**config.mk**
```make
export PLATFORM = sky130hd
export DESIGN_NAME = wdt_guard
export DESIGN_NICKNAME = d
export VERILOG_FILES = /design/src/rtl/wdt_guard_pkg.sv /design/src/rtl/wdt_access_gate.sv /design/src/rtl/wdt_counter.sv /design/src/rtl/wdt_rst_pulse.sv /design/src/rtl/wdt_guard.sv
export SDC_FILE = /design/constraint.sdc
export NUM_CORES = 1
export LEC_CHECK = 0
export BUFFER_PORTS_ARGS = -buffer_cell sky130_fd_sc_hd__buf_2
export CORE_MARGIN = 3
export CORE_UTILIZATION = 25
export DETAILED_ROUTE_END_ITERATION = 16
export PLACE_DENSITY = 0.5
export SETUP_SLACK_MARGIN = 0.15
export SLEW_MARGIN = 5
export SYNTH_ARGS = -nofsm -noshare
export SYNTH_HDL_FRONTEND = slang
export SYNTH_SLANG_ARGS = --single-unit
```
**constraint.sdc**
```tcl
create_clock -name clk -period 2.1 [get_ports clk]
set_clock_uncertainty 0.05 [all_clocks]
set_input_delay 0 -clock clk [delete_from_list [all_inputs] [get_ports clk]]
set_output_delay 0 -clock clk [all_outputs]
set_load 0.005 [all_outputs]
```
**src/rtl/wdt_guard_pkg.sv**
```systemverilog
package wdt_guard_pkg;

  typedef enum logic [1:0] {
    REG_CTRL = 2'd0,
    REG_STAT = 2'd1,
    REG_KEY  = 2'd2,
    REG_NONE = 2'd3
  } wdt_reg_e;

  localparam logic [7:0] KEY_FIRST  = 8'hAA;
  localparam logic [7:0] KEY_SECOND = 8'h55;

  // control register bit positions
  localparam int CTRL_RESTART_BIT = 0;
  localparam int CTRL_ARM_BIT     = 1;
  localparam int CTRL_IE_BIT      = 2;
  localparam int CTRL_SEL_LSB     = 4;

  // status register bit positions
  localparam int STAT_IRQ_BIT   = 0;
  localparam int STAT_CAUSE_BIT = 1;

  // timeout length in clocks for a select code
  function automatic int unsigned wdt_limit(input logic [1:0] sel,
                                            input int unsigned base_log2,
                                            input int unsigned step_log2);
    return 32'd1 << (base_log2 + step_log2 * int'(sel));
  endfunction

  // counter width able to hold the longest timeout plus the grace period
  function automatic int unsigned wdt_cnt_width(input int unsigned base_log2,
                                                input int unsigned step_log2,
                                                input int unsigned grace);
    return $clog2(wdt_limit(2'b11, base_log2, step_log2) + grace) + 1;
  endfunction

endpackage

```
**src/rtl/wdt_access_gate.sv**
```systemverilog
module wdt_access_gate
  import wdt_guard_pkg::*;
#(
  parameter int WIN_CLKS = 3
) (
  input  logic       clk,
  input  logic       rst_n,
  input  logic       key_wr,
  input  logic [7:0] key_data,
  input  logic       prot_wr,
  output logic       unlocked
);

  localparam int WW = $clog2(WIN_CLKS + 1);

  logic          first_seen;
  logic [WW-1:0] win_cnt;
  logic          key_done;

  assign key_done = key_wr && first_seen && (key_data == KEY_SECOND);
  assign unlocked = (win_cnt != '0);

  always_ff @(posedge clk or negedge rst_n) begin
    if (!rst_n) begin
      first_seen <= 1'b0;
    end else begin
      first_seen <= key_wr && (key_data == KEY_FIRST);
    end
  end

  always_ff @(posedge clk or negedge rst_n) begin
    if (!rst_n) begin
      win_cnt <= '0;
    end else if (key_done) begin
      win_cnt <= WW'(WIN_CLKS);
    end else if (key_wr || prot_wr) begin
      win_cnt <= '0;
    end else if (unlocked) begin
      win_cnt <= win_cnt - 1'b1;
    end
  end

endmodule

```
**src/rtl/wdt_counter.sv**
```systemverilog
module wdt_counter
  import wdt_guard_pkg::*;
#(
  parameter int LIMIT_BASE_LOG2 = 17,
  parameter int LIMIT_STEP_LOG2 = 3,
  parameter int GRACE_CLKS      = 512,
  parameter int CW              = 28
) (
  input  logic          clk,
  input  logic          rst_n,
  input  logic [1:0]    sel,
  input  logic          restart,
  input  logic          hold,
  output logic [CW-1:0] cnt,
  output logic          irq_hit,
  output logic          rst_hit
);

  logic [CW-1:0] irq_mark;
  logic [CW-1:0] rst_mark;

  assign irq_mark = CW'(wdt_limit(sel, LIMIT_BASE_LOG2, LIMIT_STEP_LOG2) - 32'd1);
  assign rst_mark = CW'(wdt_limit(sel, LIMIT_BASE_LOG2, LIMIT_STEP_LOG2)
                        + 32'(GRACE_CLKS) - 32'd1);

  assign irq_hit = (cnt == irq_mark) && !restart && !hold;
  assign rst_hit = (cnt == rst_mark) && !restart && !hold;

  always_ff @(posedge clk or negedge rst_n) begin
    if (!rst_n) begin
      cnt <= '0;
    end else if (restart || hold || rst_hit) begin
      cnt <= '0;
    end else begin
      cnt <= cnt + 1'b1;
    end
  end

endmodule

```
**src/rtl/wdt_rst_pulse.sv**
```systemverilog
module wdt_rst_pulse #(
  parameter int RST_PULSE_CLKS = 4
) (
  input  logic clk,
  input  logic rst_n,
  input  logic fire,
  output logic active
);

  localparam int PW = $clog2(RST_PULSE_CLKS + 1);

  logic [PW-1:0] left;

  assign active = (left != '0);

  always_ff @(posedge clk or negedge rst_n) begin
    if (!rst_n) begin
      left <= '0;
    end else if (fire) begin
      left <= PW'(RST_PULSE_CLKS);
    end else if (active) begin
      left <= left - 1'b1;
    end
  end

endmodule

```
**src/rtl/wdt_guard.sv**
```systemverilog
module wdt_guard
  import wdt_guard_pkg::*;
#(
  parameter int LIMIT_BASE_LOG2 = 17,
  parameter int LIMIT_STEP_LOG2 = 3,
  parameter int GRACE_CLKS      = 512,
  parameter int RST_PULSE_CLKS  = 4,
  parameter int UNLOCK_WIN_CLKS = 3
) (
  input  logic       clk,
  input  logic       rst_n,
  input  logic       bus_we,
  input  logic [1:0] bus_addr,
  input  logic [7:0] bus_wdata,
  output logic [7:0] bus_rdata,
  output logic       wdt_irq,
  output logic       wdt_rst
);

  localparam int CW = wdt_cnt_width(LIMIT_BASE_LOG2, LIMIT_STEP_LOG2, GRACE_CLKS);

  // named internal events
  logic          ctrl_wr;
  logic          stat_wr;
  logic          key_wr;
  logic          unlocked;
  logic          restart_evt;
  logic          irq_hit;
  logic          rst_hit;
  logic          rst_fire;
  logic          pulse_on;
  logic [CW-1:0] cnt;

  // register state
  logic       en_q;
  logic       ie_q;
  logic [1:0] sel_q;
  logic       irq_flag_q;
  logic       rst_flag_q;

  assign ctrl_wr     = bus_we && (wdt_reg_e'(bus_addr) == REG_CTRL);
  assign stat_wr     = bus_we && (wdt_reg_e'(bus_addr) == REG_STAT);
  assign key_wr      = bus_we && (wdt_reg_e'(bus_addr) == REG_KEY);
  assign restart_evt = ctrl_wr && unlocked && bus_wdata[CTRL_RESTART_BIT];
  assign rst_fire    = rst_hit && en_q;

  wdt_access_gate #(
    .WIN_CLKS (UNLOCK_WIN_CLKS)
  ) u_gate (
    .clk      (clk),
    .rst_n    (rst_n),
    .key_wr   (key_wr),
    .key_data (bus_wdata),
    .prot_wr  (ctrl_wr),
    .unlocked (unlocked)
  );

  wdt_counter #(
    .LIMIT_BASE_LOG2 (LIMIT_BASE_LOG2),
    .LIMIT_STEP_LOG2 (LIMIT_STEP_LOG2),
    .GRACE_CLKS      (GRACE_CLKS),
    .CW              (CW)
  ) u_counter (
    .clk     (clk),
    .rst_n   (rst_n),
    .sel     (sel_q),
    .restart (restart_evt),
    .hold    (pulse_on),
    .cnt     (cnt),
    .irq_hit (irq_hit),
    .rst_hit (rst_hit)
  );

  wdt_rst_pulse #(
    .RST_PULSE_CLKS (RST_PULSE_CLKS)
  ) u_pulse (
    .clk    (clk),
    .rst_n  (rst_n),
    .fire   (rst_fire),
    .active (pulse_on)
  );

  // unprotected control fields
  always_ff @(posedge clk or negedge rst_n) begin
    if (!rst_n) begin
      ie_q  <= 1'b0;
      sel_q <= 2'b00;
    end else if (ctrl_wr) begin
      ie_q  <= bus_wdata[CTRL_IE_BIT];
      sel_q <= bus_wdata[CTRL_SEL_LSB +: 2];
    end
  end

  // protected arm bit, cleared by a watchdog reset
  always_ff @(posedge clk or negedge rst_n) begin
    if (!rst_n) begin
      en_q <= 1'b0;
    end else if (rst_fire) begin
      en_q <= 1'b0;
    end else if (ctrl_wr && unlocked) begin
      en_q <= bus_wdata[CTRL_ARM_BIT];
    end
  end

  // sticky status flags, write 1 to clear, set wins
  always_ff @(posedge clk or negedge rst_n) begin
    if (!rst_n) begin
      irq_flag_q <= 1'b0;
      rst_flag_q <= 1'b0;
    end else begin
      if (irq_hit) begin
        irq_flag_q <= 1'b1;
      end else if (stat_wr && bus_wdata[STAT_IRQ_BIT]) begin
        irq_flag_q <= 1'b0;
      end
      if (rst_fire) begin
        rst_flag_q <= 1'b1;
      end else if (stat_wr && bus_wdata[STAT_CAUSE_BIT]) begin
        rst_flag_q <= 1'b0;
      end
    end
  end

  always_comb begin
    bus_rdata = 8'h00;
    unique case (wdt_reg_e'(bus_addr))
      REG_CTRL: begin
        bus_rdata[CTRL_ARM_BIT]        = en_q;
        bus_rdata[CTRL_IE_BIT]         = ie_q;
        bus_rdata[CTRL_SEL_LSB +: 2]   = sel_q;
      end
      REG_STAT: begin
        bus_rdata[STAT_IRQ_BIT]   = irq_flag_q;
        bus_rdata[STAT_CAUSE_BIT] = rst_flag_q;
      end
      REG_KEY:  bus_rdata[0] = unlocked;
      REG_NONE: bus_rdata = 8'h00;
    endcase
  end

  assign wdt_irq = irq_flag_q && ie_q;
  assign wdt_rst = pulse_on;

endmodule

```
==> results of run 1 <==
[cells in the mapped netlist (3+ instances only)]
cell and n:
inv_1 18, nor2_1 34, nor4_2 3, xnor2_1 24
mux2_2 3, a21oi_1 3, xor2_1 8, nor3_1 11
nand4_1 8, buf_2 5, nand2b_1 3, nand2_1 16
buf_4 3, dfrtp_1 40, o21ai_0 3, nand3_1 11
nor4_1 3, ha_1 14, and2_1 5
[kinds of logic after synthesis]
kind of cell,after synthesis,share of synthesized area (%)
other cells,1,0.150
xor+xnor,32,11.2
fa+ha+maj,14,6.99
flops,40,39.9
mux,4,1.75
compound gates,17,5.09
simple gates,122,28.9
buf+inv,31,5.99
[stage by stage]
step                      setup WS, ns  utilization (%)  cell area (sq um)
final                           0.0306             33.8               3210
after global routing           -0.0608             33.8               3210
after CTS                       0.0202             32.9               3130
after detailed placement       -0.0539             30.5               2900
after global placement         -0.0503             30.5               2900
after floorplan                  0.136                -               2580
[cell type report]
class,instances,area [sq um]
Clock inverter,3,46.3
Clock buffer,5,68.8
Sequential cell,40,1000
Fill cell,971,6290
Timing Repair Buffer,51,379
Inverter,18,72.6
Tap cell,129,161
Multi-Input combinational cell,192,1480
[per-layer routing]
layer	wire, microns	share of wire, %	track usage (%)
met1	2730	48	14.1
met2	2690	48	17.2
met3	167	3.0	2.61
met4	58	1.0	2.59
met5	0	0	0
[critical path: stages (launching register included)]
cell,delay (ns)
dfrtp_2,0.46
buf_6,0.14
ha_4,0.16
xnor2_1,0.14
nand4_1,0.12
or4_4,0.53
nor3_4,0.26
nor2_1,0.09
[worst paths after layout]
| path | start | to | slack [ns] | cells past startpoint |
|---|---|---|---|---|
| max | sel_q[0] | u_pulse.left[0] | 0.03 | 7 |
| min | bus_wdata[3] | u_gate.win_cnt[1] | 0.10 | 5 |
| max reg2reg | sel_q[0] | u_pulse.left[0] | 0.03 | 7 |
| min reg2reg | rst_flag_q | rst_flag_q | 0.44 | 1 |
| max in group asynchronous | rst_n | u_counter.cnt[9] | 1.22 | 3 |
| min in group asynchronous | rst_n | u_gate.first_seen | 0.19 | 2 |
[power breakdown]
part / internal (mW) / switching [mW] / total [mW]
sequential: 0.873 / 0.0914 / 0.964
combinational: 0.330 / 0.307 / 0.637
clock: 0.358 / 0.304 / 0.662
total: 1.56 / 0.702 / 2.26
[sequential cells by signal (all words and copies together) (netlist names)]
| name | flops |
|---|---|
| u_gate.win_cnt | 2 |
| en_q | 1 |
| u_pulse.left | 3 |
| u_gate.first_seen | 1 |
| sel_q | 2 |
| ie_q | 1 |
| rst_flag_q | 1 |
| u_counter.cnt | 28 |
| irq_flag_q | 1 |
[repair_timing]
item                                    4_1_cts  5_1_grt
hold buffers                                  8        0
resized for setup                             4       10
pin swaps                                     6        4
hold endpoints to repair                     30        0
endpoints found under the setup margin       19       19
setup buffers                                 2        4
==> metrics.cfg, run 1 <==
[power_and_ir_drop]
p_leak_nw=1.42
total_power_mw=2.26
power_density_mw_per_mm2=704
irDropWorstVdd_mv=0.467

[synth]
avgSynthCellArea_sq_um=9.61
synth_top_area_share_pct=39.9
synth-edff-count=0
ys.flop_type=dfrtp_1
synthTopCellsByArea=dfrtp_1 (40%), xnor2_1 (8.4%), ha_1 (7.0%)
async_flop_share_pct=100
yosys_warnings=0
ys_ff_latch=40
ys_seq_area_share_pct=39.9
yosysUniqueCellTypes=53
syn_inst=261
synth_area_leader_cell=dfrtp_1
synthesis.area_sq_mm=0.00251

[die]
fp-row-count=35
initial_core_util_pct=26.4
die_h_microns=106
die_area_sq_mm=0.0113
ioPinCount=23
chipWidth_microns=106
core_sq_mm=0.00950

[clock_tree]
clk_latency_ns=0.30
cts_tree=built
cts.sinks=40
cts_buffers=5
root_buffer=clkbuf_8
path_clk_slew_ns=0.08
h-tree-depth=2
cts.path.max_buffers=2

[drt]
ant_nets=0
drt_wl_total_microns=5650
via_per_inst=4.43
vias=1939
wire_per_inst_microns=12.9
drc=0
initialDrtViolationCount=59
drt-pass1-iter-count=4

[timing]
rsz0062_at_grt=yes
slew_violations=0
tns_ns=0
fmax_mhz=483
timing.final.crit_period_ns=2.07
tightest_slew_ns=0.596
relSlewSlack_pct=60.2
hold_viol=0
final-setup-viol-count=0
fin_crit_sh_pct=98.5
holdWs_ns=0.100

[global_routing]
grt.overflow.total=0
grt_use_total_pct=10.6
antenna_found_initial=0
grt_pass1_wl_microns=9650
grt_pass1_vias=2001
grt_max_degree=26

[worst_setup_path]
path_class=reg -> reg
arrival_ns=2.20
worst_setup_path_end_kind=flop
critPathLaunchType=flop
cp_max_fo=5
worstPathRequired_ns=2.23

[hold_path]
min-delay-path-class=in -> reg

[final_layout]
diodes=0
nets=335
area_delta_synth_final_pct=28.1
final_common_cell=dfrtp_1
drive_above_1_share_pct=27.8
final_cell_mix=dfrtp_1 (38), nor2_1 (32), xnor2_1 (21)
finalNonFillerCells=438

[flow_run]
maxCapViolCount=0

[status]
status=finished, final reports clean

[placement]
dpl.cell_count=416
gp_congestion=0.776
port_buffers=19
hpwl_microns=4080

No activity file was read; power rests on OpenSTA's default activity.
==> inputs of run 2 (changes only) <==
- MAX_ROUTING_LAYER: not set -> met4
==> run 2 against run 1 <==
Global-route usage up 0.25 points. Register-to-register slack barely moved. Sequential cell count is the same. Clock power grew 0.6%. Wire length rose by 0.39%. Maximum frequency shrank 0.12%. Cell area unchanged. Clock-buffer cell count did not move. Non-clock buffer count unchanged. Critical endpoint unchanged. Largest cell class unchanged. Highest routed layer unchanged.
==> metrics.cfg, run 2 (same netlist as run 1, synthesis figures left out) <==
[worst_setup_path]
worst_setup_path_end_kind=flop  ; unchanged
worstPathRequired_ns=2.23  ; about the same
worst-path-buf-inv=1  ; unchanged
worst_path_max_delay_cell=or4_4  ; unchanged
crit_chain=buf_6, ha_4, xnor2_1, nand4_1, or4_4, nor3_4, nor2_1  ; unchanged
path_class=reg -> reg  ; unchanged
critPathLaunch=sel_q[0]  ; unchanged
arrival_ns=2.20  ; about the same
crit-reg2reg-launch=sel_q[0]  ; unchanged
critical-path-top-delay-family=simple AND/OR/NAND/NOR gates  ; unchanged
critPathLaunchType=flop  ; unchanged
worst_path_largest_cell_delay_ns=0.53  ; about the same
cp_max_fo=5  ; unchanged
r2r_setup_slack_ns=0.03  ; about the same

[die]
initial_core_util_pct=26.4  ; unchanged
fp-row-count=35  ; unchanged
ioPinCount=23  ; unchanged
chipWidth_microns=106  ; unchanged
core_sq_mm=0.00950  ; unchanged
die_area_sq_mm=0.0113  ; unchanged
die_h_microns=106  ; unchanged

[placement]
place_ws_ns=-0.0539  ; unchanged
dpl.cell_count=416  ; unchanged
gp_congestion=0.786  ; was 0.776
hpwl_microns=4080  ; unchanged
port_buffers=19  ; unchanged

[timing]
setup_slack_ns=0.0280  ; was 0.0306 ns
tightest_slew_ns=0.598  ; was 0.596 ns
fmax_mhz=483  ; about the same
hold_viol=0  ; unchanged
rsz0062_at_grt=yes  ; unchanged
slew_violations=0  ; unchanged
timing.final.crit_period_ns=2.07  ; about the same
final-setup-viol-count=0  ; unchanged
holdWs_ns=0.0965  ; was 0.100 ns
relSlewSlack_pct=60.1  ; was 60.2%
fin_crit_sh_pct=98.7  ; was 98.5%

[power_and_ir_drop]
swShare_pct=31.1  ; was 31.0%
p_switching_uw=706  ; was 702 uW
p_leak_nw=1.42  ; unchanged
p_int_mw=1.56  ; about the same
clockPowerShare_pct=29.4  ; was 29.2%
total_power_mw=2.27  ; was 2.26 mW
p_seq_share_pct=42.5  ; was 42.6%
comb_power_share_pct=28.1  ; about the same
irDropWorstVdd_mv=0.470  ; was 0.467 mV
power_density_mw_per_mm2=706  ; was 704 mW/mm^2

[drt]
drt-pass1-iter-count=4  ; unchanged
via_per_inst=4.41  ; was 4.43
wire_per_inst_microns=12.9  ; about the same
ant_nets=0  ; unchanged
drc=0  ; unchanged
initialDrtViolationCount=74  ; was 59
vias=1932  ; was 1939
drt_wl_total_microns=5670  ; was 5650 microns

[final_layout]
largestRegisters=u_counter.cnt: 28 flops, u_pulse.left: 3 flops  ; unchanged
area_delta_synth_final_pct=28.1  ; unchanged
finalNonFillerCells=438  ; unchanged
diodes=0  ; unchanged
final_cell_mix=dfrtp_1 (38), nor2_1 (32), xnor2_1 (21)  ; unchanged
largest_reg_flops=28  ; unchanged
nets=335  ; unchanged
largest-register=u_counter.cnt  ; unchanged
drive_above_1_share_pct=27.8  ; unchanged
finish.utilization_pct=33.8  ; unchanged
final_common_cell=dfrtp_1  ; unchanged

[clock_tree]
cts_tree=built  ; unchanged
cts.path.max_buffers=2  ; unchanged
cts_buffers=5  ; unchanged
cts.sinks=40  ; unchanged
h-tree-depth=2  ; unchanged
path_clk_slew_ns=0.08  ; about the same
clk_latency_ns=0.30  ; about the same
root_buffer=clkbuf_8  ; unchanged

[global_routing]
grt_pass1_wl_microns=9640  ; was 9650 microns
grt_use_total_pct=10.8  ; was 10.6%
antenna_found_initial=0  ; unchanged
grt_max_degree=26  ; unchanged
grt_pass1_vias=2000  ; was 2001
grt.overflow.total=0  ; unchanged

[status]
status=finished, final reports clean  ; unchanged

[hold_path]
min-delay-path-class=in -> reg  ; unchanged
worstHoldStart=bus_wdata[3]  ; unchanged

[flow_run]
maxCapViolCount=0  ; unchanged

-- run 2: cell counts in the layout (fill, tap and decap cells not counted) --
Identical to the previous run, type by type.
-- run 2: cell type report --
cell class,count,area (sq um)
clock inverters,3,46.3
well taps,129,161
repair buffers,51,379
clock buffers,5,68.8
flip-flops and latches,40,1000
multi-input cells,192,1480
fillers,971,6290
inverters,18,72.6
-- run 2: metal layers --
layer	wire [microns]	share of wire [%]	global-route usage (%)
met5	0	0	-
met2	2700	48	17.3
met3	160	2.8	2.61
met4	51	0.90	2.59
met1	2750	49	13.9
-- run 2: path summary, 6_finish.rpt --
path / endpoint / cells past startpoint
max reg2reg: u_pulse.left[0] / 7
min: u_gate.win_cnt[1] / 5
min in group asynchronous: u_gate.first_seen / 2
max: u_pulse.left[0] / 7
max in group asynchronous: u_counter.cnt[9] / 3
min reg2reg: rst_flag_q / 1
-- run 2: tightest hold or removal path, delay by kind of cell --
kind                   cells  cell delay [ns]
buffers and inverters      1             0.09
AO/OA/AOI/OAI              2             0.20
AND/OR/NAND/NOR            2             0.12
-- run 2: through the flow --
stage / instance area, sq um / setup TNS (ns)
finish: 3210 / 0
global route: 3210 / -0.217
CTS: 3130 / 0
detailed placement: 2900 / -0.159
global placement: 2900 / -0.161
floorplan: 2580 / 0
-- run 2: timing repair --
item,4_1_cts,5_1_grt
resized for setup,4,10
setup endpoints to repair,19,19
pin swaps,6,4
hold buffers,8,0
hold endpoints to repair,30,0
buffers inserted,2,4
-- run 2: power by group through the flow --
stage / clock network (mW) / registers, mW / logic (mW)
after detailed placement: 0 / 0.988 / 0.554
after CTS: 0.691 / 0.971 / 0.588
after global routing: 0.720 / 0.982 / 0.717
after global placement: 0 / 0.985 / 0.538
after floorplan: 0 / 0.968 / 0.393
final: 0.666 / 0.964 / 0.637
